`config.mk`:
```
export PLATFORM = sky130hd
export DESIGN_NAME = ddr_rd_sched
export DESIGN_NICKNAME = d
export VERILOG_FILES = /design/src/rtl/rb_sched_pkg.sv /design/src/rtl/rb_burst_gen.sv /design/src/rtl/rb_out_pipe.sv /design/src/rtl/rb_bus_guard.sv /design/src/rtl/ddr_rd_sched.sv
export SDC_FILE = /design/constraint.sdc
export NUM_CORES = 1
export LEC_CHECK = 0
export BUFFER_PORTS_ARGS = -buffer_cell sky130_fd_sc_hd__buf_2
export CORE_MARGIN = 3
export CORE_UTILIZATION = 60
export CTS_BUF_LIST = sky130_fd_sc_hd__clkbuf_8
export DETAILED_ROUTE_END_ITERATION = 16
export PLACE_DENSITY = 0.83
export SLEW_MARGIN = 20
export SYNTH_ARGS = -nofsm -noshare
export SYNTH_HDL_FRONTEND = slang
export SYNTH_SLANG_ARGS = --single-unit
```
`constraint.sdc`:
```
create_clock -name clk -period 3.4 [get_ports clk]
set_clock_uncertainty 0.05 [all_clocks]
set_input_delay 0.68 -clock clk [delete_from_list [all_inputs] [get_ports clk]]
set_output_delay 0.68 -clock clk [all_outputs]
set_load 0.02 [all_outputs]
```
`src/rtl/rb_sched_pkg.sv`:
```
// rb_sched_pkg
// Shared command encoding and the array lookup used by the read scheduler.
// Assumes the data width of the caller is at most 32 bits.
package rb_sched_pkg;

    typedef enum logic [1:0] {
        CMD_NOP   = 2'd0,
        CMD_READ  = 2'd1,
        CMD_WRITE = 2'd2,
        CMD_BSTOP = 2'd3
    } rb_cmd_e;

    // Contents of one array cell; a fixed mix of bank and column.
    function automatic logic [31:0] rb_cell_word(input logic [31:0] bank,
                                                 input logic [31:0] col);
        return bank * 32'd977 + col * 32'd3 + 32'h0000_1234;
    endfunction

endpackage

```
`src/rtl/rb_burst_gen.sv`:
```
// rb_burst_gen
// Issues the column pairs of the current burst at the rate of one pair
// per clock, starting in the edge that accepts the READ. A new READ
// restarts it from its own column, discarding what was left of the old
// burst. A stop ends it at once. Columns wrap inside the BL-aligned block.
// Assumes BL is 2, 4 or 8.
module rb_burst_gen #(
    parameter int BL  = 4,
    parameter int CW  = 10,
    parameter int BKW = 2
) (
    input  logic           clk,
    input  logic           rst_n,
    input  logic           rd_go,
    input  logic           stop,
    input  logic [BKW-1:0] bank_i,
    input  logic [CW-1:0]  col_i,
    output logic           pv_o,
    output logic [BKW-1:0] pbank_o,
    output logic [CW-1:0]  pcol0_o,
    output logic [CW-1:0]  pcol1_o
);
    localparam int NP = BL / 2;
    localparam int LB = $clog2(BL);
    localparam int IW = (NP > 1) ? $clog2(NP) : 1;

    logic           act_q;
    logic [BKW-1:0] bank_q;
    logic [CW-1:0]  start_q;
    logic [IW-1:0]  idx_q;
    logic [LB-1:0]  off0;
    logic [LB-1:0]  off1;

    // Burst state: load on READ, clear on stop, step through the pairs.
    always_ff @(posedge clk) begin
        if (!rst_n) begin
            act_q   <= 1'b0;
            bank_q  <= '0;
            start_q <= '0;
            idx_q   <= '0;
        end else if (rd_go) begin
            act_q   <= 1'b1;
            bank_q  <= bank_i;
            start_q <= col_i;
            idx_q   <= '0;
        end else if (stop) begin
            act_q   <= 1'b0;
        end else if (act_q) begin
            if (idx_q == IW'(NP - 1)) begin
                act_q <= 1'b0;
            end else begin
                idx_q <= idx_q + IW'(1);
            end
        end
    end

    // Wrapped offsets of the two beats in the current pair.
    always_comb begin
        off0 = start_q[LB-1:0] + LB'({idx_q, 1'b0});
        off1 = off0 + LB'(1);
    end

    assign pv_o    = act_q;
    assign pbank_o = bank_q;
    assign pcol0_o = {start_q[CW-1:LB], off0};
    assign pcol1_o = {start_q[CW-1:LB], off1};

endmodule

```
`src/rtl/rb_out_pipe.sv`:
```
// rb_out_pipe
// Delays each issued pair by CL clocks in total. CL-1 stages carry the
// address. The last register reads the array and drives the bus, so the
// lookup acts as a synchronous read. Also gives the strobe-valid flag,
// which includes a one-cycle preamble, and a busy flag for the guard.
// Assumes CL >= 2 and DW <= 32.
module rb_out_pipe #(
    parameter int CL  = 3,
    parameter int CW  = 10,
    parameter int BKW = 2,
    parameter int DW  = 16
) (
    input  logic           clk,
    input  logic           rst_n,
    input  logic           pv_i,
    input  logic [BKW-1:0] pbank_i,
    input  logic [CW-1:0]  pcol0_i,
    input  logic [CW-1:0]  pcol1_i,
    output logic [2*DW-1:0] dq_o,
    output logic [1:0]     beat_vld_o,
    output logic           oe_o,
    output logic           dqs_o,
    output logic           busy_o
);
    import rb_sched_pkg::*;

    localparam int NS = CL - 1;

    logic           sv [NS];
    logic [BKW-1:0] sb [NS];
    logic [CW-1:0]  sc0 [NS];
    logic [CW-1:0]  sc1 [NS];
    logic [DW-1:0]  lane_w [2];
    logic           oe_q;
    logic [2*DW-1:0] dq_q;
    logic           any_stage;

    // Address delay line: shift every stage by one each clock.
    always_ff @(posedge clk) begin
        if (!rst_n) begin
            for (int i = 0; i < NS; i++) begin
                sv[i]  <= 1'b0;
                sb[i]  <= '0;
                sc0[i] <= '0;
                sc1[i] <= '0;
            end
        end else begin
            sv[0]  <= pv_i;
            sb[0]  <= pbank_i;
            sc0[0] <= pcol0_i;
            sc1[0] <= pcol1_i;
            for (int i = 1; i < NS; i++) begin
                sv[i]  <= sv[i-1];
                sb[i]  <= sb[i-1];
                sc0[i] <= sc0[i-1];
                sc1[i] <= sc1[i-1];
            end
        end
    end

    // One array lookup per beat lane, from the last address stage.
    for (genvar ln = 0; ln < 2; ln++) begin : g_lane
        logic [CW-1:0] lane_col;
        assign lane_col   = (ln == 0) ? sc0[NS-1] : sc1[NS-1];
        assign lane_w[ln] = DW'(rb_cell_word(32'(sb[NS-1]), 32'(lane_col)));
    end

    // Bus register: data and enable, with data forced to zero when idle.
    always_ff @(posedge clk) begin
        if (!rst_n) begin
            oe_q <= 1'b0;
            dq_q <= '0;
        end else begin
            oe_q <= sv[NS-1];
            dq_q <= sv[NS-1] ? {lane_w[1], lane_w[0]} : '0;
        end
    end

    // Any pair still travelling through the address stages.
    always_comb begin
        any_stage = 1'b0;
        for (int i = 0; i < NS; i++) begin
            any_stage = any_stage | sv[i];
        end
    end

    assign dq_o       = dq_q;
    assign beat_vld_o = {oe_q, oe_q};
    assign oe_o       = oe_q;
    assign dqs_o      = oe_q | sv[NS-1];
    assign busy_o     = pv_i | any_stage | oe_q;

endmodule

```
`src/rtl/rb_bus_guard.sv`:
```
// rb_bus_guard
// Enforces the spacing rules for a WRITE. It remembers whether the last
// READ-or-stop event was a stop, and counts the clocks since that stop,
// saturating at CL. A WRITE raises the error pulse in either case:
// - the read data is still pending and no stop came after the last READ;
// - the stop came fewer than CL clocks before the WRITE.
// Assumes CL >= 2.
module rb_bus_guard #(
    parameter int CL = 3
) (
    input  logic clk,
    input  logic rst_n,
    input  logic is_read,
    input  logic is_write,
    input  logic is_stop,
    input  logic busy_i,
    output logic err_o
);
    localparam int GW = $clog2(CL + 1);

    logic          stopped_q;
    logic [GW-1:0] gap_q;
    logic          err_q;

    // Stop tracking: arm on stop, disarm on READ, count clocks since stop.
    always_ff @(posedge clk) begin
        if (!rst_n) begin
            stopped_q <= 1'b0;
            gap_q     <= GW'(CL);
        end else if (is_stop) begin
            stopped_q <= 1'b1;
            gap_q     <= GW'(1);
        end else begin
            if (is_read) begin
                stopped_q <= 1'b0;
            end
            if (gap_q < GW'(CL)) begin
                gap_q <= gap_q + GW'(1);
            end
        end
    end

    // Error pulse: one cycle after a WRITE that breaks a spacing rule.
    always_ff @(posedge clk) begin
        if (!rst_n) begin
            err_q <= 1'b0;
        end else begin
            err_q <= is_write &&
                     ((busy_i && !stopped_q) || (stopped_q && (gap_q < GW'(CL))));
        end
    end

    assign err_o = err_q;

endmodule

```
`src/rtl/ddr_rd_sched.sv`:
```
// ddr_rd_sched
// Read data scheduler of a DDR device. It decodes the command and issues
// burst pairs. It delays them by the CAS latency onto a double-width bus
// and guards the stop-before-write spacing.
// Assumes BL in {2,4,8}, CL in {2,3}, DW <= 32. One command per clock.
module ddr_rd_sched #(
    parameter int BL  = 4,
    parameter int CL  = 3,
    parameter int CW  = 10,
    parameter int BKW = 2,
    parameter int DW  = 16
) (
    input  logic            clk,
    input  logic            rst_n,
    input  logic [1:0]      cmd_i,
    input  logic [BKW-1:0]  bank_i,
    input  logic [CW-1:0]   col_i,
    output logic [2*DW-1:0] dq_o,
    output logic [1:0]      beat_vld_o,
    output logic            dq_oe_o,
    output logic            dqs_vld_o,
    output logic            proto_err_o
);
    import rb_sched_pkg::*;

    rb_cmd_e        cmd;
    logic           is_read;
    logic           is_write;
    logic           is_stop;
    logic           pv;
    logic [BKW-1:0] pbank;
    logic [CW-1:0]  pcol0;
    logic [CW-1:0]  pcol1;
    logic           busy;

    // Command decode.
    always_comb begin
        cmd      = rb_cmd_e'(cmd_i);
        is_read  = (cmd == CMD_READ);
        is_write = (cmd == CMD_WRITE);
        is_stop  = (cmd == CMD_BSTOP);
    end

    rb_burst_gen #(.BL(BL), .CW(CW), .BKW(BKW)) u_gen (
        .clk     (clk),
        .rst_n   (rst_n),
        .rd_go   (is_read),
        .stop    (is_stop),
        .bank_i  (bank_i),
        .col_i   (col_i),
        .pv_o    (pv),
        .pbank_o (pbank),
        .pcol0_o (pcol0),
        .pcol1_o (pcol1)
    );

    rb_out_pipe #(.CL(CL), .CW(CW), .BKW(BKW), .DW(DW)) u_pipe (
        .clk        (clk),
        .rst_n      (rst_n),
        .pv_i       (pv),
        .pbank_i    (pbank),
        .pcol0_i    (pcol0),
        .pcol1_i    (pcol1),
        .dq_o       (dq_o),
        .beat_vld_o (beat_vld_o),
        .oe_o       (dq_oe_o),
        .dqs_o      (dqs_vld_o),
        .busy_o     (busy)
    );

    rb_bus_guard #(.CL(CL)) u_guard (
        .clk      (clk),
        .rst_n    (rst_n),
        .is_read  (is_read),
        .is_write (is_write),
        .is_stop  (is_stop),
        .busy_i   (busy),
        .err_o    (proto_err_o)
    );

endmodule

```
==> impl_metrics.tcl, run 1 <==
set metrics [dict create \
    status "complete, no violations" \
    detail-route-antenna-nets 0 \
    p_seq_share_pct 51.8 \
    clock_path_buffers 2 \
    ys_types 59 \
    crit_top_cell "fa_1" \
    synth_cells 409 \
    dieArea_sq_um 7490 \
    cp_max_fo 6 \
    synth_seq_cells 77 \
    finalWirelength_microns 7110 \
    required_ns 3.57 \
    cts_tree "yes" \
    grt-ovfl-total 0 \
    clockPowerShare_pct 38.1 \
    area.growth.synth_to_final_pct 13.5 \
    critPathKind "reg2reg" \
    fmax_mhz 306 \
    dp_hpwl_microns 5210 \
    clock-sinks 77 \
    track_usage_pct 20.3 \
    setup_viol 0 \
    worst_pin_slew_ns 0.829 \
    slowest_stage "fa_1" \
    whs_ns 0.387 \
    peakVddDrop_mv 0.389 \
    p_per_area_nw_per_um2 414 \
    portBuffers 48 \
    crit_path_max_incr_delay_ns 0.51 \
    hold_viol 0 \
    worstSkewPairLatency_ns 0.36 \
    critical_path.startpoint_type "register" \
    drive_above_1_share_pct 22.5 \
    endpoint_kind "register" \
    synth_area_per_cell_sq_um 9.52 \
    antenna_found_initial 0 \
    synth_area_sq_um 3890 \
    gp_congestion 0.848 \
    p_int_mw 1.37 \
    ys_seq_area_share_pct 39.6 \
    drt_iter0_markers 130 \
    crit_arrival_ns 3.44 \
    diodes 0 \
    fin_crit_sh_pct 96.1 \
    chipHeight_microns 86.6 \
    wl_per_cell_microns 13.4 \
    slew_headroom_pct 44.6 \
    fillers 492 \
    viasPerCell 5.28 \
    dpl_cell_area_sq_um 4150 \
    regArea_sq_um 1540 \
    final_cell_mix "77 x dfxtp_1, 48 x buf_2, 39 x nand2_1" \
    dr.pass1.iters 5 \
    multi_input_area_sq_um 2230 \
    hold_buffers 0 \
    final_max_slew_viol_count 0 \
    maxCapViolCount 0 \
    ios 53 \
    numCtsBuffers 9 \
    drc 0 \
    path_clk_slew_ns 0.08 \
    switching_share_pct 25.1 \
    fin_util_pct 72.5 \
    min_period_ns 3.27 \
    whs_path_depth 1 \
    p_sw_mw 0.458 \
    start_util_pct 63.9 \
    fp.coreArea_sq_um 6100 \
    vias 2809 \
    ys_warn_count 0 \
    synthFlopType "dfxtp_1" \
    grt_max_degree 56 \
    row_count 28 \
    path_cells "fa_1 -> ha_1 -> inv_1 -> fa_1 -> nand2b_1 -> a21o_1 -> and2_4 -> a211oi_2 -> buf_4 -> a41oi_4 -> o31ai_1 -> o41ai_2" \
    synth_edf_count 0 \
    combPwrFrac_pct 10.1 \
    cts.root.buffer_cell "clkbuf_8" \
    final_area_sq_um 4420 \
    nets 504 \
    htreeDepth 3 \
    die_width_microns 86.6 \
    hold_path_class "reg2reg" \
    rr_worst_depth 12 \
    final_common_cell "dfxtp_1" \
    grt_pass1_wl_microns 11900 \
    grt_pass1_vias 2594 \
    async_flop_share_pct 0 \
    p_leak_nw 2.06 \
]
## area by class of cell
cell class	instances	area share, %
inverter	21	1.84
tap	75	2.12
sequential	77	34.9
clock inverter	6	1.39
clock buffer	10	3.11
timing repair buffer	52	6.12
multi-input combinational	291	50.5
## routing by layer
| metal | GRT usage (%) | part of all wire [%] | vias to the layer above |
|---|---|---|---|
| met5 | 0 | 0 | - |
| met4 | 6.94 | 1.3 | 0 |
| met3 | 5.80 | 4.5 | 9 |
| met2 | 34.9 | 52 | 67 |
| met1 | 24.4 | 42 | 1273 |
| li1 | - | - | 1460 |
## critical path: cells and delay by family (launching register included)
family / cells / cell delay [ns]
buffers and inverters: 2 / 0.22
flip-flops: 1 / 0.40
adder cells (fa/ha/maj): 3 / 1.13
AND/OR/NAND/NOR: 2 / 0.42
AO/OA/AOI/OAI: 5 / 0.89
## repair_timing
action,in CTS,in global routing
gates resized for setup,0,12
endpoints found under the setup margin,0,8
setup buffers,0,1
## final timing paths
check / from / slack, ns / endpoint
worst max register to register: u_pipe.sb[0][3] / 0.13 / u_pipe.dq_o[12]
worst min register to register: u_pipe.sc1[0][2] / 0.39 / u_pipe.sc1[0][12]
worst max-delay path: u_pipe.sb[0][3] / 0.13 / u_pipe.dq_o[12]
worst min-delay path: u_pipe.sc1[0][2] / 0.39 / u_pipe.sc1[0][12]
## kinds of logic (layout without fill, tap and decap cells)
logic type / count (synthesis) / after routing / synth area share (%)
fa+ha+maj: 36 / 36 / 13.5
flops: 77 / 77 / 39.6
buf+inv: 44 / 89 / 5.11
simple gates: 140 / 140 / 18.4
xor+xnor: 30 / 30 / 7.13
mux: 1 / 1 / 0.289
compound gates: 80 / 80 / 15.9
other cells: 1 / 4 / 0.0963
## sequential cells by signal, summed over array words and instances (netlist names), 2 cells and up
name           flops
u_pipe.sb          4
u_pipe.sc0         5
u_pipe.sv          2
u_pipe.dq_o       28
u_pipe.sc1        19
u_gen.start_q     10
u_guard.gap_q      2
u_gen.pbank_o      2
## Yosys cell counts, types with 4 or more instances
cell	instances	area share [%]
dfxtp_1	77	40
nand2_1	39	3.8
and2_1	31	5.0
ha_1	26	8.4
nor2_1	26	2.5
inv_1	19	1.8
xnor2_1	17	3.8
a21oi_1	16	2.1
clkbuf_1	14	1.3
a21boi_0	13	2.5
xor2_1	11	2.5
and3_1	10	1.6
fa_1	10	5.1
nand3_1	9	1.2
buf_4	8	1.5
o21ai_0	7	0.90
nor2b_1	5	0.80
a21o_1	4	0.77
a21oi_2	4	0.90
nand2b_1	4	0.64
## power groups by stage
stage                     sequential, mW  clock (mW)  combinational [mW]
after global routing               0.951       0.757               0.209
after global placement             0.966           0               0.173
after CTS                          0.947       0.709               0.181
after detailed placement           0.968           0               0.179
final                              0.947       0.697               0.185
after floorplan                    0.967           0               0.141
## per-stage QoR
step | instances | setup TNS [ns] | total power, mW | setup slack (ns)
3_3_place_gp | 515 | 0 | 1.14 | 0.246
4_1_cts | 531 | 0 | 1.84 | 0.0773
5_1_grt | 532 | -0.0381 | 1.92 | -0.0381
3_5_place_dp | 515 | 0 | 1.15 | 0.118
2_1_floorplan | 412 | 0 | 1.11 | 0.298
6_report | 532 | 0 | 1.83 | 0.132
Power figures use the tool's default switching activity.
==> run 2: changes to the inputs <==
RECOVER_POWER = 100   (was unset)
==> run 2 against run 1 <==
Compared with the run above: the run now ends with capacitance limit, slew limit left; largest power group unchanged; wire length increased by 0.82%; power decreased by 0.14%; sequential share of layout area increased by 0.38 points; first-iteration DRC count unchanged.
==> impl_metrics.tcl, run 2 (synthesis results as in run 1) <==
set metrics [dict create \
    portBuffers 48 \
    htreeDepth 3 \
    status "complete, but fails checks" \
    critPathKind "reg2reg" \
    viasPerCell 5.29 \
    fin_total_pwr_mw 1.83 \
    ios 53 \
    dp_cells 515 \
    pre_cts_ws_ns 0.118 \
    peakVddDrop_mv 0.388 \
    detail-route-antenna-nets 0 \
    startpoint "u_pipe.sb[0][3]" \
    start_util_pct 63.9 \
    crit_arrival_ns 3.44 \
    wl_per_cell_microns 13.5 \
    slew_headroom_pct -5.92 \
    maxCapViolCount 1 \
    switching_share_pct 25.0 \
    track_usage_pct 20.3 \
    grt-ovfl-total 0 \
    dieArea_sq_um 7490 \
    dr.pass1.iters 4 \
    grt_max_degree 56 \
    drt_iter0_markers 130 \
    layout_setup_ws_ns 0.129 \
    p_per_area_nw_per_um2 418 \
    area.growth.synth_to_final_pct 12.2 \
    setup_viol 0 \
    fin_cells 532 \
    min_from "u_pipe.sc1[0][1]" \
    clock-sinks 77 \
    hold_path_class "reg2reg" \
    worst_pin_slew_ns 1.59 \
    path_clk_slew_ns 0.08 \
    use_met1_pct 24.4 \
    met2_usage_pct 34.9 \
    critical_path.startpoint_type "register" \
    nets 504 \
    vias 2813 \
    final_common_cell "dfxtp_1" \
    min_period_ns 3.27 \
    required_ns 3.57 \
    cts.root.buffer_cell "clkbuf_8" \
    top_usage_layer "met2" \
    p_int_mw 1.37 \
    endpoint_kind "register" \
    cp_max_fo 6 \
    clockPowerShare_pct 38.1 \
    finalWirelength_microns 7160 \
    dp_hpwl_microns 5210 \
    grt_use_met3_pct 5.80 \
    whs_ns 0.387 \
    row_count 28 \
    clock_path_buffers 2 \
    diodes 0 \
    p_leak_nw 1.90 \
    gp_congestion 0.848 \
    final_max_slew_viol_count 56 \
    largest_reg_flops 28 \
    p_sw_mw 0.457 \
    r2r_start "u_pipe.sb[0][3]" \
    violations "capacitance limit, slew limit" \
    final_cell_mix "77 x dfxtp_1, 39 x nand2_1, 34 x clkbuf_1" \
    fin_util_pct 71.7 \
    die_width_microns 86.6 \
    fmax_mhz 306 \
    grt_pass1_vias 2594 \
    worstSkewPairLatency_ns 0.35 \
    numCtsBuffers 9 \
    fin_crit_sh_pct 96.2 \
    fp.coreArea_sq_um 6100 \
    combPwrFrac_pct 10.1 \
    chipHeight_microns 86.6 \
    drive_above_1_share_pct 14.9 \
    antenna_found_initial 0 \
    p_seq_share_pct 51.8 \
    hold_viol 0 \
    grt_pass1_wl_microns 11900 \
    drc 0 \
    cts_tree "yes" \
]
==> run 2: cell count changes in the layout (fill, tap and decap cells not counted), sizes merged <==
cell,delta
clkbuf,+34
buf,-34
==> run 2: area by class of cell <==
class                      count  area (sq um)
multi-input combinational    291          2230
tap                           75          93.8
inverter                      21          81.3
sequential                    77          1540
clock buffer                  10           138
clock inverter                 6          61.3
timing repair buffer          52           228
fill                         515          1720
==> run 2: power groups by stage <==
stage	clock network [mW]	registers, mW	logic, mW
after floorplan	0	0.967	0.141
after global placement	0	0.966	0.173
after detailed placement	0	0.968	0.179
after CTS	0.709	0.947	0.181
after global routing	0.757	0.951	0.207
final	0.696	0.947	0.184
==> run 2: through the flow <==
stage | area [sq um] | TNS [ns]
after floorplan | 3910 | 0
after global placement | 4150 | 0
after detailed placement | 4150 | 0
after CTS | 4340 | 0
after global routing | 4370 | -0.0381
final | 4370 | 0
==> run 2: worst max-delay path, stage by stage (launching register included) <==
cell and delay (ns):
dfxtp_1 0.40, fa_1 0.51, ha_1 0.18, inv_1 0.06
fa_1 0.44, nand2b_1 0.22, a21o_1 0.22, and2_4 0.20
a211oi_2 0.21, buf_4 0.16, a41oi_4 0.04, o31ai_1 0.30
o41ai_2 0.12
==> run 2: path summary, 6_finish.rpt <==
check                                    endpoint  cells after the start  slack, ns
worst max register to register    u_pipe.dq_o[12]                     12       0.13
worst min register to register  u_pipe.sc1[0][11]                      1       0.39
worst max-delay path              u_pipe.dq_o[12]                     12       0.13
worst min-delay path            u_pipe.sc1[0][11]                      1       0.39
==> run 2: layer usage <==
layer | vias to the layer above | wire [microns]
li1 | 1459 | -
met1 | 1270 | 3040
met2 | 74 | 3680
met3 | 10 | 342
met4 | 0 | 103
met5 | - | 0
==> run 2: repair_timing <==
item | CTS | global route
hold buffers | 0 | 0
gates resized for setup | 0 | 12
setup endpoints to repair | 0 | 8
hold endpoints to repair | 0 | 0
setup buffers | 0 | 1
==> run 3: changes to the inputs <==
CELL_PAD_IN_SITES_DETAIL_PLACEMENT = 0   (was unset)
CELL_PAD_IN_SITES_GLOBAL_PLACEMENT = 2   (was unset)
CORE_UTILIZATION = 37   (was 60)
PLACE_DENSITY = unset   (was 0.83)
PLACE_DENSITY_LB_ADDON = 0.1   (was unset)
==> run 3 against run 2 <==
Compared with the run above: the flow still finishes with violations (capacitance limit, slew limit); sequential power about the same; wire length increased by 4.2%; final cell count increased by 11%.
==> impl_metrics.tcl, run 3 (synthesis results as in run 1) <==
set metrics [dict create \
    status "complete, but fails checks" \
    violations "capacitance limit, slew limit" \
    fillers 1061 \
    path_clk_slew_ns 0.09 \
    r2r_start "u_pipe.sb[0][3]" \
    worstSkewPairLatency_ns 0.36 \
    slew_headroom_pct -14.4 \
    largest_reg_flops 28 \
    reg2reg_to "u_pipe.dq_o[12]" \
    whs_endpoint "u_pipe.sc1[0][15]" \
    fin_crit_sh_pct 96.7 \
    chipHeight_microns 109 \
    drt_iter0_markers 68 \
    p_per_area_nw_per_um2 422 \
    cp_max_fo 6 \
    maxCapViolCount 1 \
    cts_tree "yes" \
    rr_worst_depth 11 \
    path_cells "fa_1 -> ha_1 -> inv_1 -> fa_1 -> nand2b_1 -> a21o_1 -> and2_4 -> xnor2_2 -> a41oi_4 -> o31ai_1 -> o41ai_2" \
    min_from "u_pipe.sc1[0][5]" \
    track_usage_pct 13.4 \
    cts.root.buffer_cell "clkbuf_8" \
    rsz0062_at_grt "yes" \
    fp.coreArea_sq_um 10000 \
    drive_above_1_share_pct 14.0 \
    slowest_stage "fa_1" \
    clock_path_buffers 2 \
    hold_path_class "reg2reg" \
    hold_viol 0 \
    viasPerCell 4.65 \
    gp_congestion 0.776 \
    ios 53 \
    portBuffers 48 \
    fmax_mhz 304 \
    drc 0 \
    final_max_slew_viol_count 56 \
    diodes 0 \
    area.growth.synth_to_final_pct 13.6 \
    critical_path.startpoint_type "register" \
    critPathKind "reg2reg" \
    grt_max_degree 56 \
    crit_arrival_ns 3.47 \
    reg2reg_setup_slack_ns 0.11 \
    clock-sinks 77 \
    numCtsBuffers 9 \
    required_ns 3.58 \
    wl_per_cell_microns 12.6 \
    whs_path_depth 1 \
    peakVddDrop_mv 0.244 \
    setup_viol 0 \
    row_count 36 \
    start_util_pct 39.0 \
    final_common_cell "dfxtp_1" \
    detail-route-antenna-nets 0 \
    dr.pass1.iters 4 \
    grt-ovfl-total 0 \
    vias 2749 \
    nets 505 \
    crit_top_cell "fa_1" \
    min_period_ns 3.29 \
    htreeDepth 3 \
    dieArea_sq_um 11800 \
    p_leak_nw 1.88 \
    fin_total_pwr_mw 1.87 \
    crit_path_max_incr_delay_ns 0.51 \
    grt_pass1_wl_microns 12400 \
    whs_ns 0.390 \
    endpoint_kind "register" \
    antenna_found_initial 0 \
    worst_pin_slew_ns 1.72 \
    dp_hpwl_microns 5710 \
    grt_pass1_vias 2657 \
    finalWirelength_microns 7460 \
    final_cell_mix "77 x dfxtp_1, 39 x nand2_1, 36 x clkbuf_1" \
    die_width_microns 109 \
    startpoint "u_pipe.sb[0][3]" \
]
[run 3: timing repair]
item	CTS	global route
setup endpoints to repair	0	8
gates resized for setup	0	6
buffers inserted	0	0
hold buffers	0	0
[run 3: worst max-delay path by stage]
stage,endpoint,cells after the start,slack [ns]
after floorplan,u_pipe.dq_o[12],12,0.30
after global placement,u_pipe.dq_o[13],12,0.13
after detailed placement,u_pipe.dq_o[12],11,0.11
after CTS,u_pipe.dq_o[12],11,0.08
after global routing,u_pipe.dq_o[12],11,-0.11
final,u_pipe.dq_o[12],11,0.11
[run 3: critical path, delay by kind of cell (launching register included)]
family / cells / cell delay (ns)
compound gates: 4 / 0.82
xor+xnor: 1 / 0.28
simple gates: 2 / 0.42
buf+inv: 1 / 0.06
fa+ha+maj: 3 / 1.13
flops: 1 / 0.40
[run 3: final cells by class]
class,instances,area (sq um),area share (%)
clock buffer,9,124,2.80
inverter,21,81.3,1.84
tap,133,166,3.76
clock inverter,7,87.6,1.98
timing repair buffer,53,225,5.09
multi-input combinational,291,2200,49.7
sequential,77,1540,34.8
[run 3: metal layers]
layer  GRT usage (%)  part of all wire [%]  routed length, microns  vias to the layer above
met5               0                     0                       0                        -
met4            5.32                   1.8                     133                        0
met3            3.22                   3.4                     256                       11
met2            22.4                    48                    3580                       41
met1            16.7                    47                    3490                     1242
li1                -                     -                       -                     1455
[run 3: power breakdown]
group / internal, mW / switching [mW]
Sequential: 0.931 / 0.0154
Combinational: 0.0786 / 0.102
Clock: 0.360 / 0.380
[run 3: stage by stage]
| stage | TNS [ns] | instance area [sq um] | instances | utilization [%] | worst slack (ns) |
|---|---|---|---|---|---|
| floorplan | 0 | 3910 | 412 | - | 0.298 |
| global placement | 0 | 4230 | 575 | 42.3 | 0.125 |
| detailed placement | 0 | 4230 | 575 | 42.3 | 0.111 |
| CTS | 0 | 4440 | 591 | 44.4 | 0.0787 |
| global route | -0.532 | 4420 | 591 | 44.2 | -0.108 |
| finish | 0 | 4420 | 591 | 44.2 | 0.112 |
